<file path="src/rtl/irq_fe_pkg.sv">
package irq_fe_pkg;
  typedef enum logic [1:0] {
    SEL_MODE = 2'd0,
    SEL_MASK = 2'd1,
    SEL_ACK  = 2'd2,
    SEL_DIR  = 2'd3
  } reg_sel_e;
endpackage

</file>
<file path="src/rtl/irq_sync.sv">
module irq_sync #(
  parameter int W      = 5,
  parameter int STAGES = 2
) (
  input  logic         clk,
  input  logic         rst_n,
  input  logic [W-1:0] d_i,
  output logic [W-1:0] q_o,
  output logic [W-1:0] rise_o
);
  logic [W-1:0] stg [STAGES];
  logic [W-1:0] prev_q;

  always_ff @(posedge clk or negedge rst_n) begin
    if (!rst_n) stg[0] <= '0;
    else        stg[0] <= d_i;
  end

  for (genvar s = 1; s < STAGES; s++) begin : g_stage
    always_ff @(posedge clk or negedge rst_n) begin
      if (!rst_n) stg[s] <= '0;
      else        stg[s] <= stg[s-1];
    end
  end

  always_ff @(posedge clk or negedge rst_n) begin
    if (!rst_n) prev_q <= '0;
    else        prev_q <= stg[STAGES-1];
  end

  assign q_o    = stg[STAGES-1];
  assign rise_o = stg[STAGES-1] & ~prev_q;

  for (genvar b = 0; b < W; b++) begin : g_chk
    assert_rise_single_R2: assert property (@(posedge clk) disable iff (!rst_n)
      rise_o[b] |=> !rise_o[b]);
  end
endmodule

</file>
<file path="src/rtl/irq_latch.sv">
module irq_latch (
  input  logic clk,
  input  logic rst_n,
  input  logic rise_i,
  input  logic lvl_i,
  input  logic level_mode_i,
  input  logic mask_i,
  input  logic clr_i,
  output logic pend_o
);
  logic latch_q;

  always_ff @(posedge clk or negedge rst_n) begin
    if (!rst_n)            latch_q <= 1'b0;
    else if (level_mode_i) latch_q <= 1'b0;
    else if (rise_i)       latch_q <= 1'b1;
    else if (clr_i)        latch_q <= 1'b0;
  end

  always_comb begin
    if (mask_i)            pend_o = 1'b0;
    else if (level_mode_i) pend_o = lvl_i;
    else                   pend_o = latch_q;
  end

  assert_hold_R4: assert property (@(posedge clk) disable iff (!rst_n)
    (latch_q && !clr_i && !level_mode_i) |=> latch_q);
  assert_clear_R9: assert property (@(posedge clk) disable iff (!rst_n)
    (clr_i && !rise_i) |=> !latch_q);
  assert_masked_R6: assert property (@(posedge clk) disable iff (!rst_n)
    (latch_q && mask_i && !clr_i && !level_mode_i) |=> latch_q);
endmodule

</file>
<file path="src/rtl/irq_regs.sv">
module irq_regs
  import irq_fe_pkg::*;
#(
  parameter int NUM_IRQ  = 4,
  parameter int ACK_PINS = 2
) (
  input  logic                clk,
  input  logic                rst_n,
  input  logic                we_i,
  input  logic [1:0]          addr_i,
  input  logic [NUM_IRQ:0]    wdata_i,
  output logic [NUM_IRQ-1:0]  mode_o,
  output logic [NUM_IRQ-1:0]  mask_o,
  output logic [ACK_PINS-1:0] dir_o,
  output logic [NUM_IRQ-1:0]  clr_o,
  output logic                nmi_clr_o,
  output logic [ACK_PINS-1:0] ack_n_o
);
  localparam int NMI_BIT = NUM_IRQ;

  reg_sel_e sel;
  logic     ack_wr;
  logic [ACK_PINS-1:0] fire;

  assign sel    = reg_sel_e'(addr_i);
  assign ack_wr = we_i && (sel == SEL_ACK);

  always_ff @(posedge clk or negedge rst_n) begin
    if (!rst_n) begin
      mode_o <= '0;
      mask_o <= '0;
      dir_o  <= '0;
    end else if (we_i) begin
      case (sel)
        SEL_MODE: mode_o <= wdata_i[NUM_IRQ-1:0];
        SEL_MASK: mask_o <= wdata_i[NUM_IRQ-1:0];
        SEL_DIR:  dir_o  <= wdata_i[ACK_PINS-1:0];
        default:  ;
      endcase
    end
  end

  assign clr_o     = ack_wr ? wdata_i[NUM_IRQ-1:0] : '0;
  assign nmi_clr_o = ack_wr && wdata_i[NMI_BIT];

  for (genvar j = 0; j < ACK_PINS; j++) begin : g_ack
    assign fire[j] = ack_wr && wdata_i[j] && dir_o[j];

    always_ff @(posedge clk or negedge rst_n) begin
      if (!rst_n) ack_n_o[j] <= 1'b1;
      else        ack_n_o[j] <= !fire[j];
    end

    assert_strobe_one_R8: assert property (@(posedge clk) disable iff (!rst_n)
      (!ack_n_o[j] && !fire[j]) |=> ack_n_o[j]);
    assert_strobe_dir_R8: assert property (@(posedge clk) disable iff (!rst_n)
      (!dir_o[j]) |=> ack_n_o[j]);
  end
endmodule

</file>
<file path="src/rtl/irq_front_end.sv">
module irq_front_end #(
  parameter int NUM_IRQ     = 4,
  parameter int ACK_PINS    = 2,
  parameter int ACK_BASE    = 2,
  parameter int SYNC_STAGES = 2,
  parameter int NMI_TYPE    = 2
) (
  input  logic                clk,
  input  logic                rst_n,
  input  logic                nmi_in,
  input  logic [NUM_IRQ-1:0]  irq_in,
  input  logic                reg_we,
  input  logic [1:0]          reg_addr,
  input  logic [NUM_IRQ:0]    reg_wdata,
  output logic                nmi_pend,
  output logic [7:0]          nmi_type,
  output logic [NUM_IRQ-1:0]  irq_pend,
  output logic [ACK_PINS-1:0] ack_n_out,
  output logic [ACK_PINS-1:0] ack_oe
);
  localparam int SRC = NUM_IRQ + 1;

  logic [NUM_IRQ-1:0]  mode_q, mask_q, clr;
  logic [ACK_PINS-1:0] dir_q;
  logic                nmi_clr;
  logic [NUM_IRQ-1:0]  gated;
  logic [SRC-1:0]      s_lvl, s_rise;

  irq_regs #(.NUM_IRQ(NUM_IRQ), .ACK_PINS(ACK_PINS)) u_regs (
    .clk(clk), .rst_n(rst_n), .we_i(reg_we), .addr_i(reg_addr),
    .wdata_i(reg_wdata), .mode_o(mode_q), .mask_o(mask_q), .dir_o(dir_q),
    .clr_o(clr), .nmi_clr_o(nmi_clr), .ack_n_o(ack_n_out)
  );

  for (genvar i = 0; i < NUM_IRQ; i++) begin : g_gate
    if (i >= ACK_BASE && i < ACK_BASE + ACK_PINS) begin : g_shared
      assign gated[i] = irq_in[i] & ~dir_q[i-ACK_BASE];
    end else begin : g_plain
      assign gated[i] = irq_in[i];
    end
  end

  irq_sync #(.W(SRC), .STAGES(SYNC_STAGES)) u_sync (
    .clk(clk), .rst_n(rst_n), .d_i({nmi_in, gated}),
    .q_o(s_lvl), .rise_o(s_rise)
  );

  irq_latch u_nmi (
    .clk(clk), .rst_n(rst_n), .rise_i(s_rise[NUM_IRQ]), .lvl_i(s_lvl[NUM_IRQ]),
    .level_mode_i(1'b0), .mask_i(1'b0), .clr_i(nmi_clr), .pend_o(nmi_pend)
  );

  for (genvar i = 0; i < NUM_IRQ; i++) begin : g_src
    irq_latch u_lat (
      .clk(clk), .rst_n(rst_n), .rise_i(s_rise[i]), .lvl_i(s_lvl[i]),
      .level_mode_i(mode_q[i]), .mask_i(mask_q[i]), .clr_i(clr[i]),
      .pend_o(irq_pend[i])
    );
    assert_mask_blocks_R6: assert property (@(posedge clk) disable iff (!rst_n)
      mask_q[i] |-> !irq_pend[i]);
  end

  assign ack_oe   = dir_q;
  assign nmi_type = 8'(NMI_TYPE);

  assert_nmi_hold_R2: assert property (@(posedge clk) disable iff (!rst_n)
    (nmi_pend && !nmi_clr) |=> nmi_pend);
  assert_nmi_type_R3: assert property (@(posedge clk) disable iff (!rst_n)
    $stable(nmi_type));
endmodule

</file>
<file path="config.mk">
export PLATFORM = sky130hd
export DESIGN_NAME = irq_front_end
export DESIGN_NICKNAME = d
export VERILOG_FILES = /design/src/rtl/irq_fe_pkg.sv /design/src/rtl/irq_sync.sv /design/src/rtl/irq_latch.sv /design/src/rtl/irq_regs.sv /design/src/rtl/irq_front_end.sv
export SDC_FILE = /design/constraint.sdc
export NUM_CORES = 1
export LEC_CHECK = 0
export ABC_AREA = 1
export ABC_CLOCK_PERIOD_IN_PS = 800
export CAP_MARGIN = 15
export CELL_PAD_IN_SITES_DETAIL_PLACEMENT = 0
export CELL_PAD_IN_SITES_GLOBAL_PLACEMENT = 1
export CORE_ASPECT_RATIO = 0.9
export CORE_UTILIZATION = 32
export DETAILED_ROUTE_END_ITERATION = 12
export PLACE_DENSITY = 0.69
export SLEW_MARGIN = 15
export SYNTH_ARGS = -nofsm -noshare
export SYNTH_HDL_FRONTEND = slang
export SYNTH_SLANG_ARGS = --single-unit
export TNS_END_PERCENT = 1
</file>
<file path="constraint.sdc">
create_clock -name clk -period 0.8 [get_ports clk]
set_input_delay 0.12 -clock clk [delete_from_list [all_inputs] [get_ports clk]]
set_output_delay 0.12 -clock clk [all_outputs]
set_load 0.005 [all_outputs]
</file>
==> metrics, run 1 <==
status=finished with violations; violated checks=setup timing; Ports=32; CP endpoint kind=output pin; path depth of the worst reg2reg path=7; hold crit path type=input port to async pin; Clock power frac=a little under a third; clock tree buffer depth=2; initial antenna violation count=0; Synth Area in Compound Gates=slightly below 4%; placed cells=about 210; sequential area share after synthesis=a little over three fifths; Critical Path RT=approximately 680 ps; Ys Warns=0; Die Span X=a little under 70 µm; critical path peak fanout=4; Combinational Power Share=a little over a fifth; met1 Resource Use GR=between 15 and 20%; routing usage on met2=a little over a fifth; worst skew pair latency=about 270 ps; largest family of logic cells by synthesized area=simple AND/OR/NAND/NOR gates; Unique masters post-synth=14; Mean Syn Cell Area=between 9 and 10 µm²; total grt overflow=0; post-synthesis simple-gate area fraction=19.23%; fin cells=~230; Die Area=around 0.0042 mm²; Final Slew Violations=0; synthesized area=around 0.0013 mm²; Highest Clock Rate=838.9 MHz; Starting DRT DRC Count=17; ANT nets after route=0; worst vdd ir=between 0.001 and 0.0015 V; first-pass GRT wire length=around 4000 µm; CTS tree=built; Syn Inst Count=between 100 and 150; RSZ-0062 raised after global routing=yes; die height=61.88 µm; largest net degree at the start of global routing=33; Overall Global Routing Usage=between 10% and 20%; M3 GR Usage=roughly 4.4%; I/O Buffers=23; nets=approximately 200; vias=between 900 and 1000; final worst slack=-392.0 ps; Leak=roughly 0.00094 µW; Reg power frac=47.5%; CTS buffer count=5; multiplexer share of the synthesized area=0%; Wirelength per Cell=10.64 µm; Hold Buf Count CTS=0; CP startpoint kind=flip-flop; Setup violations, final=13; Clock transition at path regs=roughly 60 ps; n_diodes=0; PD cells=2196 mW/mm²; Worst EP arrival=approximately 1100 ps; XOR/XNOR Fraction of Synth Area=0%; Hold Fails Final Rpt=0; kind of critical path=flip-flop to output pin; H-tree lvl count=2; Core Rows=21; Clock Tree Root=clkbuf_8; max-cap violation count=0; vias in the first global route=946; RePlAce Congestion=about 0.79; Initial Utilization=about a third; Syn-to-layout area delta=43.57%; Final Util=about half; total power=just over 4000 µW; DRC errors left=0; Tmin final=roughly 1200 ps; NetSw=1004 µW; Switching Fraction=24.97%; core area=0.003757 mm²; layout cells sized above 1=about a third; post-DP HPWL=~1700 µm; Post-Synth Adder-Cell Area=0%; final wirelength=approximately 2400 µm; Top Usage Layer GRT=met2; flops & latches, synth=32; Tcrit/Tclk final=149.0%; clk sink count=32; Internal Dissipation=3017 µW; Worst Skew=~1.1 ps; Via density=around 4.2; Pre-antenna DRT Iters=4
registers in the layout (all words and copies together) (netlist names):
signal and flops:
u_sync.prev_q 5, u_sync.q_o 5, u_sync.stg 5, g_src.u_lat.latch_q 4, u_regs.mask_o 4, u_regs.mode_o 4, u_regs.ack_n_o 2, u_regs.dir_o 2
u_nmi.latch_q 1
cells in the final DEF, fill, tap and decap left out, drive strengths merged, types with 3 or more instances in the layout:
cell type and count:
nand2 35, buf 33, dfrtp 30, inv 19, clkdlybuf4s50 11, clkbuf 11
nand4 9, conb 8, o21ai 6, nor2 6, a21oi 4, dlygate4sd2 3
nand3 3
metrics by stage:
step	instance area (µm²)	TNS, ps	setup WS [ps]	hold WS [ps]
finish	1831	-2531	-392.0	209.9
global route	1831	-3271	-468.1	222.6
CTS	1808	-2990	-433.0	207.3
detailed placement	1675	-10180	-546.5	336.5
global placement	1675	-9802	-503.4	332.9
floorplan	1297	-216.1	-78.90	-175.6
cell families (layout without fill, tap and decap cells):
family / count (synthesis) / count (layout)
simple gates: 55 / 55
flops: 32 / 32
buf+inv: 32 / 77
compound gates: 10 / 10
other cells: 2 / 8
cells in the mapped netlist:
library cell  number  area, µm²
nand3_1            2      10.01
inv_2              2      7.510
o21ai_1            6      30.03
nand3_2            1      10.01
inv_1             17      63.81
dfrtp_1           30      750.7
a21oi_1            4      20.02
nor2_1             6      22.52
nand3b_1           2      15.01
nand2_1           35      131.4
nand4_1            9      56.30
buf_4             13      97.59
dfstp_2            2      52.55
conb_1             2      7.510
per-layer routing:
metal	vias to the layer above	wire length, µm	part of all wire [%]
li1	485	-	-
met1	449	1069	44
met2	20	1201	50
met3	5	111	4.6
met4	0	43	1.8
met5	-	0	0
area by class of cell:
cell class / instances / area (µm²)
clock buffers: 8 / 90.09
fillers: 368 / 1927
inverters: 19 / 71.32
multi-input cells: 73 / 361.6
flip-flops and latches: 32 / 803.3
well taps: 46 / 57.56
repair buffers: 50 / 446.7
final timing paths:
| kind | start | end | slack, ps |
|---|---|---|---|
| worst max-delay path | u_regs.mode_o[2]$_DFFE_PN0P_ | irq_pend[2] | -390 |
| worst min-delay path | rst_n | u_sync.stg[8]$_DFF_PN0_ | 210 |
| worst max register to register | g_src[2].u_lat.latch_q$_DFFE_PN0P_ | g_src[2].u_lat.latch_q$_DFFE_PN0P_ | -180 |
| worst min register to register | u_sync.stg[6]$_DFF_PN0_ | u_sync.q_o[1]$_DFF_PN0_ | 350 |
| max in group asynchronous | rst_n | u_regs.ack_n_o[0]$_DFF_PN1_ | 360 |
| min in group clk | nmi_in | u_sync.stg[9]$_DFF_PN0_ | 280 |
power by group through the flow:
stage / Sequential [µW] / Clock, µW / Combinational [µW]
final: 1910 / 1240 / 873
after global routing: 1930 / 1360 / 978
after CTS: 1910 / 1290 / 848
after detailed placement: 1930 / 0 / 762
after global placement: 1930 / 0 / 743
after floorplan: 1920 / 0 / 358
critical path, stage by stage, from the launching register on:
cell	delay, ps
dfrtp_1	400
nor2_1	120
inv_1	50
a21oi_1	100
buf_2	120
timing repair:
item	4_1_cts	5_1_grt
setup buffers	6	1
pin swaps	4	8
resized for setup	45	10
setup endpoints to repair	25	17
(Power assumes the default switching activity.)
==> run 2, diff against run 1 <==
--- a/config.mk
+++ b/config.mk
@@ -7,13 +7,13 @@
 export LEC_CHECK = 0
 export ABC_AREA = 1
 export ABC_CLOCK_PERIOD_IN_PS = 800
-export CAP_MARGIN = 15
+export CAP_MARGIN = 40
 export CELL_PAD_IN_SITES_DETAIL_PLACEMENT = 0
 export CELL_PAD_IN_SITES_GLOBAL_PLACEMENT = 1
 export CORE_ASPECT_RATIO = 0.9
 export CORE_UTILIZATION = 32
 export DETAILED_ROUTE_END_ITERATION = 12
-export PLACE_DENSITY = 0.69
+export PLACE_DENSITY = 0.78
 export SLEW_MARGIN = 15
 export SYNTH_ARGS = -nofsm -noshare
 export SYNTH_HDL_FRONTEND = slang
==> run 2 against run 1 <==
  * The run still ends with setup timing left
  * Sequential power hardly changed
  * First-iteration DRC count grew 110%
  * Global-route usage up 0.53 points
  * Maximum frequency shrank 2.1%
  * Hold slack lost 13 ps
  * Final cell count grew 2.6%
  * Via count rose by 6.3%
  * Register-to-register slack worse by 230 ps
  * Combinational power up 7.9%
  * Sequential share of layout area fell by 1.1 points
  * Utilization up 1.3 points
  * Routed wire length rose by 2.8%
  * Highest routed layer unchanged
==> metrics, run 2 (synthesized netlist as in run 1, its figures left out) <==
clk sink count=32 (unchanged); vias in the first global route=973 (was 946); Post-DP Area=0.001675 mm² (unchanged); max-cap violation count=0 (unchanged); final non-filler cell area=0.001879 mm² (was 0.001831 mm²); DRC errors left=0 (unchanged); Clock transition at path regs=60 ps (about the same); Clock Tree Root=clkbuf_8 (unchanged); hold crit path type=input port to async pin (unchanged); first-pass GRT wire length=4071 µm (was 3939 µm); Worst EP arrival=1100 ps (was 1070 ps); Setup violations, final=15 (was 13); status=finished with violations (unchanged); layout cells sized above 1=35.64% (was 32.42%); Ports=32 (unchanged); Starting DRT DRC Count=35 (was 17); n_diodes=0 (unchanged); initial antenna violation count=0 (unchanged); H-tree lvl count=2 (unchanged); total grt overflow=0 (unchanged); final worst slack=-418.0 ps (was -392.0 ps); Die Area=0.004241 mm² (unchanged); CTS buffer count=5 (unchanged); CTS tree=built (unchanged); vias=1019 (was 959); Tmin final=1218 ps (was 1192 ps); setup TNS=-3361 ps (was -2531 ps); Buf+Inv Stages, Crit Path=2 (unchanged); Fillers=335 (was 368); Top delay family on crit path=flip-flops (unchanged); Critical Path RT=680 ps (about the same); clock tree buffer depth=2 (unchanged); most frequent cells in the layout=nand2_1, dfrtp_1, buf_4 (unchanged); commonest non-fill, non-tap cell in the layout=nand2_1 (unchanged); CP startpoint kind=flip-flop (unchanged); Wirelength per Cell=10.66 µm (was 10.64 µm); fin cells=234 (was 228); ANT nets after route=0 (unchanged); Pre-antenna DRT Iters=4 (unchanged); RSZ-0062 raised after global routing=yes (unchanged); Final Slew Violations=0 (unchanged); kind of critical path=flip-flop to output pin (unchanged); Hold Fails Final Rpt=0 (unchanged); Initial Utilization=33.93% (unchanged); max incr delay on CP=410 ps (was 400 ps); placed cells=213 (unchanged); Leak=0.0009815 µW (was 0.0009449 µW); die height=61.88 µm (unchanged); Tcrit/Tclk final=152.3% (was 149.0%); Die Span X=68.54 µm (unchanged); final wirelength=2495 µm (was 2426 µm); critical path peak fanout=2 (was 4); I/O Buffers=23 (unchanged); core area=0.003757 mm² (unchanged); Syn-to-layout area delta=47.40% (was 43.57%); CP endpoint kind=output pin (unchanged); Highest Clock Rate=821.0 MHz (was 838.9 MHz); PD cells=2177 mW/mm² (was 2196 mW/mm²); crit path max-delay cell type=dfrtp_1 (unchanged); Worst Skew=0.5378 ps (was 1.128 ps); Overall Global Routing Usage=13.88% (was 13.35%); pre-CTS setup slack=-523.8 ps (was -546.5 ps); worst vdd ir=0.001324 V (was 0.001092 V); Via density=4.355 (was 4.206); RePlAce Congestion=0.7807 (was 0.7877); post-DP HPWL=1629 µm (was 1713 µm); nets=202 (was 196); worst hold slack=196.9 ps (was 209.9 ps); cell chain of the critical path=nor2_2, inv_1, a21oi_2, buf_2 (was nor2_1, inv_1, a21oi_1, buf_2); largest net degree at the start of global routing=33 (unchanged); violated checks=setup timing (unchanged); worst skew pair latency=280 ps (was 270 ps); Core Rows=21 (unchanged)
## run 2: per-layer routing
metal  vias to the layer above  routed length, µm  global-route usage [%]
li1                        501                  -                       -
met5                         -                  0                       0
met1                       491               1004                   15.85
met4                         0                 60                   8.929
met3                         8                108                   4.927
met2                        19               1323                   22.27
## run 2: final timing paths
check                                              startpoint                                 end  slack, ps  cells after the start
max                              u_regs.mode_o[0]$_DFFE_PN0P_                         irq_pend[0]       -420                      4
min                                                     rst_n          u_sync.prev_q[3]$_DFF_PN0_        200                      2
max reg2reg                g_src[0].u_lat.latch_q$_DFFE_PN0P_  g_src[0].u_lat.latch_q$_DFFE_PN0P_       -410                      8
min reg2reg                           u_sync.stg[7]$_DFF_PN0_             u_sync.q_o[2]$_DFF_PN0_        350                      0
max in group asynchronous                               rst_n         u_regs.ack_n_o[0]$_DFF_PN1_        360                      2
min in group clk                                       nmi_in             u_sync.stg[9]$_DFF_PN0_        270                      1
## run 2: repair_timing
| action | in CTS | in global routing |
|---|---|---|
| endpoints found under the hold margin | 0 | 0 |
| endpoints found under the setup margin | 26 | 16 |
| hold buffers | 0 | 0 |
| pin swaps | 6 | 4 |
| gates resized for setup | 48 | 8 |
| setup buffers | 12 | 1 |
## run 2: through the flow
step / util [%] / power (µW)
finish: 50.02 / 4091
global route: 50.02 / 4331
CTS: 49.82 / 4107
detailed placement: 44.59 / 2669
global placement: 44.59 / 2648
floorplan: - / 2279
## run 2: layout make-up
cell class / instances / area (µm²) / share of cell area (%)
clock inverter: 2 / 10.01 / 0.5326
clock buffer: 6 / 82.58 / 4.394
timing repair buffer: 56 / 495.5 / 26.36
sequential: 32 / 803.3 / 42.74
inverter: 19 / 71.32 / 3.795
multi-input combinational: 73 / 359.1 / 19.11
tap: 46 / 57.56 / 3.063
## run 2: power by group
part	leakage [µW]	total, µW	switching, µW	internal [µW]
sequential	0.000385	1920	104	1810
combinational	0.000546	942	396	546
clock	0.0000510	1230	547	684
total	0.000982	4090	1050	3040
